<file path="config.mk">
export PLATFORM = sky130hd
export DESIGN_NAME = hci_port
export DESIGN_NICKNAME = d
export VERILOG_FILES = /design/src/rtl/hci_pkg.sv /design/src/rtl/hci_shift_in.sv /design/src/rtl/hci_rdbuf.sv /design/src/rtl/hci_port.sv
export SDC_FILE = /design/constraint.sdc
export NUM_CORES = 1
export LEC_CHECK = 0
export BUFFER_PORTS_ARGS = -buffer_cell sky130_fd_sc_hd__buf_2
export CAP_MARGIN = 10
export CELL_PAD_IN_SITES_DETAIL_PLACEMENT = 1
export CELL_PAD_IN_SITES_GLOBAL_PLACEMENT = 1
export CORE_AREA = 2 2 238 123
export DETAILED_ROUTE_END_ITERATION = 10
export DIE_AREA = 0 0 240 125
export PLACE_DENSITY = 0.85
export SYNTH_ARGS = -nofsm -noshare
export SYNTH_HDL_FRONTEND = slang
export SYNTH_SLANG_ARGS = --single-unit
</file>
<file path="constraint.sdc">
create_clock -name clk -period 2.9 [get_ports clk]
set_clock_uncertainty 0.2 [all_clocks]
set_input_delay 0.58 -clock clk [delete_from_list [all_inputs] [get_ports clk]]
set_output_delay 0.58 -clock clk [all_outputs]
set_load 0.01 [all_outputs]
</file>
<file path="src/rtl/hci_pkg.sv">
package hci_pkg;
    localparam int HCI_DW    = 24;
    localparam int HCI_AW    = 16;
    localparam int HCI_PW    = 16;
    localparam int HCI_CNT_W = 3;
    localparam int HCI_MAXW  = 1 << HCI_CNT_W;
    localparam int HCI_B_RD   = 4;
    localparam int HCI_B_SRST = 5;
    localparam int HCI_B_BOOT = 6;

    typedef enum logic [3:0] {
        S_IDLE, S_CMD, S_HOLD, S_FETCH, S_FILL,
        S_WRDATA, S_BOOT, S_RDOUT, S_DONE
    } hci_state_e;

    typedef struct packed {
        logic [HCI_AW-1:0]    addr;
        logic                 boot;
        logic                 srst;
        logic                 rd;
        logic [HCI_CNT_W-1:0] cnt_m1;
    } hci_cmd_t;

    function automatic hci_cmd_t hci_decode(input logic [HCI_DW-1:0] w);
        hci_cmd_t c;
        c.addr   = w[HCI_DW-1 -: HCI_AW];
        c.boot   = w[HCI_B_BOOT];
        c.srst   = w[HCI_B_SRST];
        c.rd     = w[HCI_B_RD];
        c.cnt_m1 = w[HCI_CNT_W-1:0];
        return c;
    endfunction
endpackage

</file>
<file path="src/rtl/hci_shift_in.sv">
module hci_shift_in #(
    parameter int DW = 24
) (
    input  logic          clk,
    input  logic          rst_n,
    input  logic          cs_n,
    input  logic          sclk,
    input  logic          sdi,
    input  logic          latch,
    output logic          cs_s,
    output logic          sclk_rise,
    output logic          word_ok,
    output logic [DW-1:0] word
);
    localparam int CW = $clog2(DW + 2);

    logic          sclk_q, sclk_qq, sdi_q, lp_q, lp_qq;
    logic [CW-1:0] cnt;
    logic [DW-1:0] sreg;

    assign sclk_rise = sclk_q & ~sclk_qq;

    always_ff @(posedge clk or negedge rst_n) begin
        if (!rst_n) begin
            cs_s    <= 1'b1;
            sclk_q  <= 1'b0;
            sclk_qq <= 1'b0;
            sdi_q   <= 1'b0;
            lp_q    <= 1'b0;
            lp_qq   <= 1'b0;
            cnt     <= '0;
            sreg    <= '0;
            word    <= '0;
            word_ok <= 1'b0;
        end else begin
            cs_s    <= cs_n;
            sclk_q  <= sclk;
            sclk_qq <= sclk_q;
            sdi_q   <= sdi;
            lp_q    <= latch;
            lp_qq   <= lp_q;
            word_ok <= 1'b0;
            if (cs_s) begin
                cnt <= '0;
            end else if (lp_q && !lp_qq) begin
                word_ok <= (cnt == CW'(DW));
                word    <= sreg;
                cnt     <= '0;
            end else if (sclk_rise) begin
                sreg <= {sreg[DW-2:0], sdi_q};
                if (cnt != CW'(DW + 1)) cnt <= cnt + 1'b1;
            end
        end
    end
endmodule

</file>
<file path="src/rtl/hci_rdbuf.sv">
module hci_rdbuf #(
    parameter int DW    = 24,
    parameter int DEPTH = 8
) (
    input  logic                     clk,
    input  logic                     we,
    input  logic [$clog2(DEPTH)-1:0] widx,
    input  logic [DW-1:0]            wdata,
    input  logic [$clog2(DEPTH)-1:0] ridx,
    input  logic [$clog2(DW)-1:0]    rbit,
    output logic                     bit_out
);
    localparam int BW = $clog2(DW);

    logic [DW-1:0] store [DEPTH];
    logic [BW-1:0] sel;

    always_ff @(posedge clk) begin
        if (we) store[widx] <= wdata;
    end

    assign sel     = BW'(DW - 1) - rbit;
    assign bit_out = store[ridx][sel];
endmodule

</file>
<file path="src/rtl/hci_port.sv">
module hci_port
    import hci_pkg::*;
#(
    parameter int HOLD_CYC   = 16,
    parameter int PRAM_DEPTH = 1024
) (
    input  logic                          clk,
    input  logic                          rst_n,
    input  logic                          cs_n,
    input  logic                          sclk,
    input  logic                          sdi,
    input  logic                          latch,
    output logic                          ack,
    output logic                          sdo,
    output logic                          soft_rst,
    output logic                          mem_re,
    output logic                          mem_we,
    output logic [HCI_AW-1:0]             mem_addr,
    output logic [HCI_DW-1:0]             mem_wdata,
    input  logic [HCI_DW-1:0]             mem_rdata,
    output logic                          pram_we,
    output logic [$clog2(PRAM_DEPTH)-1:0] pram_addr,
    output logic [HCI_PW-1:0]             pram_wdata
);
    localparam int PAW = $clog2(PRAM_DEPTH);
    localparam int HCW = $clog2(HOLD_CYC + 1);
    localparam int BW  = $clog2(HCI_DW);

    hci_state_e            st, st_nx;
    hci_cmd_t              cmd_q, cmd_in;
    logic                  cs_s, sclk_rise, word_ok, buf_bit, fill_we;
    logic [HCI_DW-1:0]     word;
    logic [HCW-1:0]        hold_ctr;
    logic [HCI_CNT_W-1:0]  wk, fill_idx;
    logic [PAW-1:0]        baddr;
    logic [BW-1:0]         obit;

    hci_shift_in #(.DW(HCI_DW)) u_shift (
        .clk(clk), .rst_n(rst_n), .cs_n(cs_n), .sclk(sclk), .sdi(sdi),
        .latch(latch), .cs_s(cs_s), .sclk_rise(sclk_rise),
        .word_ok(word_ok), .word(word)
    );

    hci_rdbuf #(.DW(HCI_DW), .DEPTH(HCI_MAXW)) u_rdbuf (
        .clk(clk), .we(fill_we), .widx(fill_idx), .wdata(mem_rdata),
        .ridx(wk), .rbit(obit), .bit_out(buf_bit)
    );

    assign cmd_in = hci_decode(word);

    // state register
    always_ff @(posedge clk or negedge rst_n) begin
        if (!rst_n) st <= S_IDLE;
        else        st <= st_nx;
    end

    // transitions
    always_comb begin
        st_nx = st;
        if (cs_s) begin
            st_nx = S_IDLE;
        end else begin
            unique case (st)
                S_IDLE:   st_nx = S_CMD;
                S_CMD:    if (word_ok) st_nx = S_HOLD;
                S_HOLD:   if (hold_ctr == HCW'(HOLD_CYC - 1))
                              st_nx = cmd_q.rd   ? S_FETCH :
                                      cmd_q.boot ? S_BOOT  : S_WRDATA;
                S_FETCH:  if (wk == cmd_q.cnt_m1) st_nx = S_FILL;
                S_FILL:   st_nx = S_RDOUT;
                S_WRDATA: if (word_ok && wk == cmd_q.cnt_m1) st_nx = S_DONE;
                S_BOOT:   if (word_ok && baddr == PAW'(PRAM_DEPTH - 1)) st_nx = S_DONE;
                S_RDOUT:  if (sclk_rise && obit == BW'(HCI_DW - 1) && wk == cmd_q.cnt_m1)
                              st_nx = S_DONE;
                S_DONE:   st_nx = S_DONE;
            endcase
        end
    end

    // outputs
    always_comb begin
        ack        = (st == S_HOLD) || (st == S_FETCH) || (st == S_FILL);
        mem_re     = (st == S_FETCH);
        mem_we     = (st == S_WRDATA) && word_ok;
        mem_addr   = cmd_q.addr + HCI_AW'(wk);
        mem_wdata  = word;
        pram_we    = (st == S_BOOT) && word_ok;
        pram_addr  = baddr;
        pram_wdata = word[HCI_PW-1:0];
        sdo        = (st == S_RDOUT) && buf_bit;
    end

    // counters and command register
    always_ff @(posedge clk or negedge rst_n) begin
        if (!rst_n) begin
            cmd_q    <= '0;
            soft_rst <= 1'b0;
            hold_ctr <= '0;
            wk       <= '0;
            baddr    <= '0;
            obit     <= '0;
            fill_we  <= 1'b0;
            fill_idx <= '0;
        end else begin
            fill_we  <= (st == S_FETCH);
            fill_idx <= wk;
            case (st)
                S_IDLE: begin
                    hold_ctr <= '0;
                    wk       <= '0;
                    baddr    <= '0;
                    obit     <= '0;
                end
                S_CMD: if (word_ok) begin
                    cmd_q    <= cmd_in;
                    soft_rst <= cmd_in.srst;
                end
                S_HOLD:   hold_ctr <= hold_ctr + 1'b1;
                S_FETCH:  wk <= (wk == cmd_q.cnt_m1) ? '0 : wk + 1'b1;
                S_WRDATA: if (word_ok) wk <= wk + 1'b1;
                S_BOOT:   if (word_ok) baddr <= baddr + 1'b1;
                S_RDOUT: if (sclk_rise) begin
                    if (obit == BW'(HCI_DW - 1)) begin
                        obit <= '0;
                        wk   <= wk + 1'b1;
                    end else begin
                        obit <= obit + 1'b1;
                    end
                end
                default: ;
            endcase
        end
    end
endmodule

</file>
==> results.yml <==
sta:
  setup_viol: 16
  slew_headroom_pct: 52.2
  tns_ns: -7.37
  max_freq_ghz: 0.266
  worst_slack_ns: -0.857
  period_minus_slack_ns: 3.76
  hold_viol: 0
  worst_slew_pin_slew_ns: 0.717
  slew_violations: 0
  rsz0062_at_grt: "true"
  post-route-period-util_pct: 130
pwr:
  p_sw_share_pct: 25.2
  leakagePower_nw: 6.07
  p_int_w: 0.00761
  finalPower_w: 0.0102
  switchingPower_w: 0.00257
  clockPowerShare_pct: 39.1
  vdd.ir_drop.worst_v: 0.000477
  seq_power_share_pct: 48.4
  powerDensity_mw_per_mm2: 671
  comb_power_share_pct: 12.5
synthesis:
  syn_avg_cell_area_sq_um: 16.2
  synth_fp_nets: 819
  ys_warn_count: 0
  ys_ff_latch: 305
  ys_types: 46
  synthCells: 776
  syn_area_sq_mm: 0.0126
  synth_ff_type: "edfxtp_1"
  synth_edf_count: 192
  synth-seq-area-share_pct: 68.2
  async_flop_share_pct: 37.0
cells_and_area:
  layout-drive-gt1-share_pct: 40.4
  final_nets: 977
  fill_cells: 2712
  areaGrowthSynthToFinish_pct: 20.4
  stdcell_count: 1351
  final_core_util_pct: 53.8
critical_path:
  critPathArrivalTime_ns: 2.98
  crit_fanout: 13
  critical_path_required_ns: 2.12
  cp-end-kind: "primary output"
  timing_worst_setup_path_type: "reg2out"
  startpoint_type: "register"
drt:
  drtAntennaViolNets: 0
  via_per_inst: 5.51
  drtIter0Drc: 625
  wl_mm: 31.5
  route.detailed.drc: 0
  wl_per_cell_microns: 23.3
  vias: 7441
  first_pass_iters: 4
clock_network:
  cts-buffers-inserted: 29
  cts.htree.levels: 1
  cts.sinks: 305
  cts_tree: "built"
  root_buffer: "clkbuf_16"
  clkTransAtPathRegs_ns: 0.07
  clk_latency_ns: 0.56
  clockBufferDepth: 3
grt:
  grt_remaining_overflow: 0
  grt_max_degree: 53
  antenna_found_initial: 3
  first_global_vias: 7910
  grt_pass1_wl_mm: 48.9
  track_usage_pct: 21.7
floorplanning:
  coreArea_sq_mm: 0.0282
  initial_core_util_pct: 44.7
  die_w_microns: 240
  dieArea_sq_mm: 0.0300
  ios: 102
  row_count: 44
  fp.dieH_microns: 125
run_status:
  violations: "negative setup slack"
  status: "finished, violations left"
run:
  maxCapViolCount: 0
place:
  dpl.cell_count: 1285
  io_buffers: 101
  dp_hpwl_mm: 20.8
  place.gp.congestion: 0.808
min_path:
  hold_path.class: "in2reg"
[repair_timing]
item	CTS	global route
setup endpoints to repair	18	21
hold endpoints to repair	40	0
hold buffers	5	0
buffers inserted	3	1
pin swaps	2	3
resized for setup	21	9
[routing by layer]
layer | global-route usage (%) | up-vias | part of all wire (%)
li1 | - | 3262 | -
met1 | 33.7 | 3972 | 48
met2 | 32.1 | 176 | 46
met3 | 4.17 | 31 | 5.0
met4 | 3.98 | 0 | 1.4
met5 | 0 | - | 0
[flip-flops by register name, indices dropped and copies added (netlist names)]
| register | count |
|---|---|
| hold_ctr | 5 |
| u_shift.cs_s | 1 |
| wk | 3 |
| u_shift.sclk_q | 1 |
| u_shift.word | 24 |
| u_shift.sclk_qq | 1 |
| u_shift.cnt | 5 |
| u_shift.lp_qq | 1 |
| u_shift.word_ok | 1 |
| u_rdbuf.store | 192 |
| u_shift.lp_q | 1 |
| fill_we | 1 |
| cmd_q | 21 |
| u_shift.sdi_q | 1 |
| u_shift.sreg | 24 |
| st | 4 |
| fill_idx | 3 |
| pram_addr | 10 |
| obit | 5 |
| soft_rst | 1 |
[final timing paths]
kind	start	end	slack, ns	depth (start not counted)
max reg2reg	obit[0]	st[0]	0.14	9
max	wk[0]	sdo	-0.86	9
min reg2reg	u_shift.sclk_q	u_shift.sclk_qq	0.23	0
min	mem_rdata[18]	u_rdbuf.store[5][18]	0.09	1
min in group asynchronous	rst_n	u_shift.sreg[18]	0.34	2
max in group asynchronous	rst_n	wk[0]	1.45	3
[power by group through the flow]
stage / Clock (W) / Combinational (W) / Sequential [W]
2_1_floorplan: 0 / 0.000784 / 0.00497
3_3_place_gp: 0 / 0.00118 / 0.00500
3_5_place_dp: 0 / 0.00124 / 0.00501
4_1_cts: 0.00406 / 0.00127 / 0.00493
5_1_grt: 0.00425 / 0.00140 / 0.00495
6_report: 0.00398 / 0.00128 / 0.00493
[cell usage after synthesis (all sizes together) (2+ instances only)]
| cell | n | area share [%] |
|---|---|---|
| inv | 8 | 0.24 |
| a21o | 4 | 0.24 |
| nor2b | 11 | 0.57 |
| o21ai | 16 | 0.64 |
| dfrtp | 112 | 22 |
| nand4 | 8 | 0.40 |
| xnor2 | 13 | 0.90 |
| nand2b | 10 | 0.50 |
| nor4 | 3 | 0.15 |
| clkbuf | 16 | 0.48 |
| a22oi | 8 | 0.48 |
| a211oi | 3 | 0.18 |
| o221ai | 2 | 0.14 |
| and3 | 13 | 0.65 |
| a21oi | 13 | 0.52 |
| a22o | 2 | 0.14 |
| ha | 12 | 1.2 |
| nor2 | 42 | 1.3 |
| or3 | 5 | 0.25 |
| o22ai | 4 | 0.20 |
| mux2 | 78 | 7.0 |
| mux2i | 3 | 0.24 |
| buf | 32 | 1.7 |
| o31ai | 6 | 0.36 |
| xor2 | 15 | 1.0 |
| nand2 | 46 | 1.4 |
| edfxtp | 192 | 46 |
| nand3 | 24 | 0.95 |
| nor3 | 13 | 0.52 |
| mux4 | 48 | 8.6 |
| nand3b | 3 | 0.18 |
[per-stage QoR]
step / instance area (sq um) / hold slack, ns / setup slack (ns)
floorplan: 12600 / 0.0844 / 0.0505
detailed placement: 14000 / 0.202 / -0.427
global route: 15200 / 0.0898 / -0.978
global placement: 14000 / 0.172 / -0.344
finish: 15200 / 0.0924 / -0.857
CTS: 15100 / 0.0736 / -0.876
[kinds of logic (layout without fill, tap and decap cells)]
logic type                 Yosys count  after routing  share of synthesized area, %
and+or+nand+nor                    179            179                          6.83
DFF                                305            305                          68.2
xor gates and xnor gates            28             28                          1.95
AOI/OAI and AO/OA                   66             66                          3.42
muxes                              129            129                          15.8
other                                0              3                             0
adders and majority gates           13             13                          1.35
buffers and inverters               56            237                          2.42
[final cells by class]
type                            count  area [sq um]  area share (%)
Antenna cell                        3          7.51          0.0495
Clock buffer                       40           880            5.80
Tap cell                          391           489            3.23
Sequential cell                   305          8600            56.7
Clock inverter                     14           130           0.858
Multi-Input combinational cell    415          3810            25.1
Inverter                            8          30.0           0.198
Timing Repair Buffer              175          1220            8.03
[worst max-delay path, cell delays in order (launching register included)]
cell	delay [ns]
dfrtp_4	0.50
buf_12	0.17
buf_12	0.15
mux4_2	0.33
nor2_1	0.04
o31ai_1	0.32
a211oi_1	0.13
a32o_2	0.25
o31ai_2	0.30
buf_2	0.21
[placed cells by master (no fill, tap or decap), types with 7 or more instances in the layout]
master | netlist | routed
and3_1 | 13 | 11
xnor2_1 | 13 | 11
clkbuf_8 | 0 | 7
dfrtp_1 | 112 | 108
nand4_1 | 8 | 8
inv_1 | 8 | 8
clkbuf_16 | 0 | 31
ha_1 | 12 | 10
clkinv_2 | 0 | 7
xor2_1 | 15 | 15
edfxtp_1 | 192 | 192
a21oi_1 | 13 | 12
nor2b_1 | 10 | 10
nand2_1 | 46 | 44
nand2b_1 | 10 | 10
mux2_2 | 78 | 78
buf_4 | 19 | 56
nor3_1 | 13 | 11
nor2_1 | 42 | 31
buf_2 | 7 | 99
mux4_2 | 48 | 48
nand3_1 | 24 | 23
buf_12 | 0 | 9
o21ai_0 | 16 | 16
nor2_2 | 0 | 10
No activity file was read; power rests on OpenSTA's default activity.
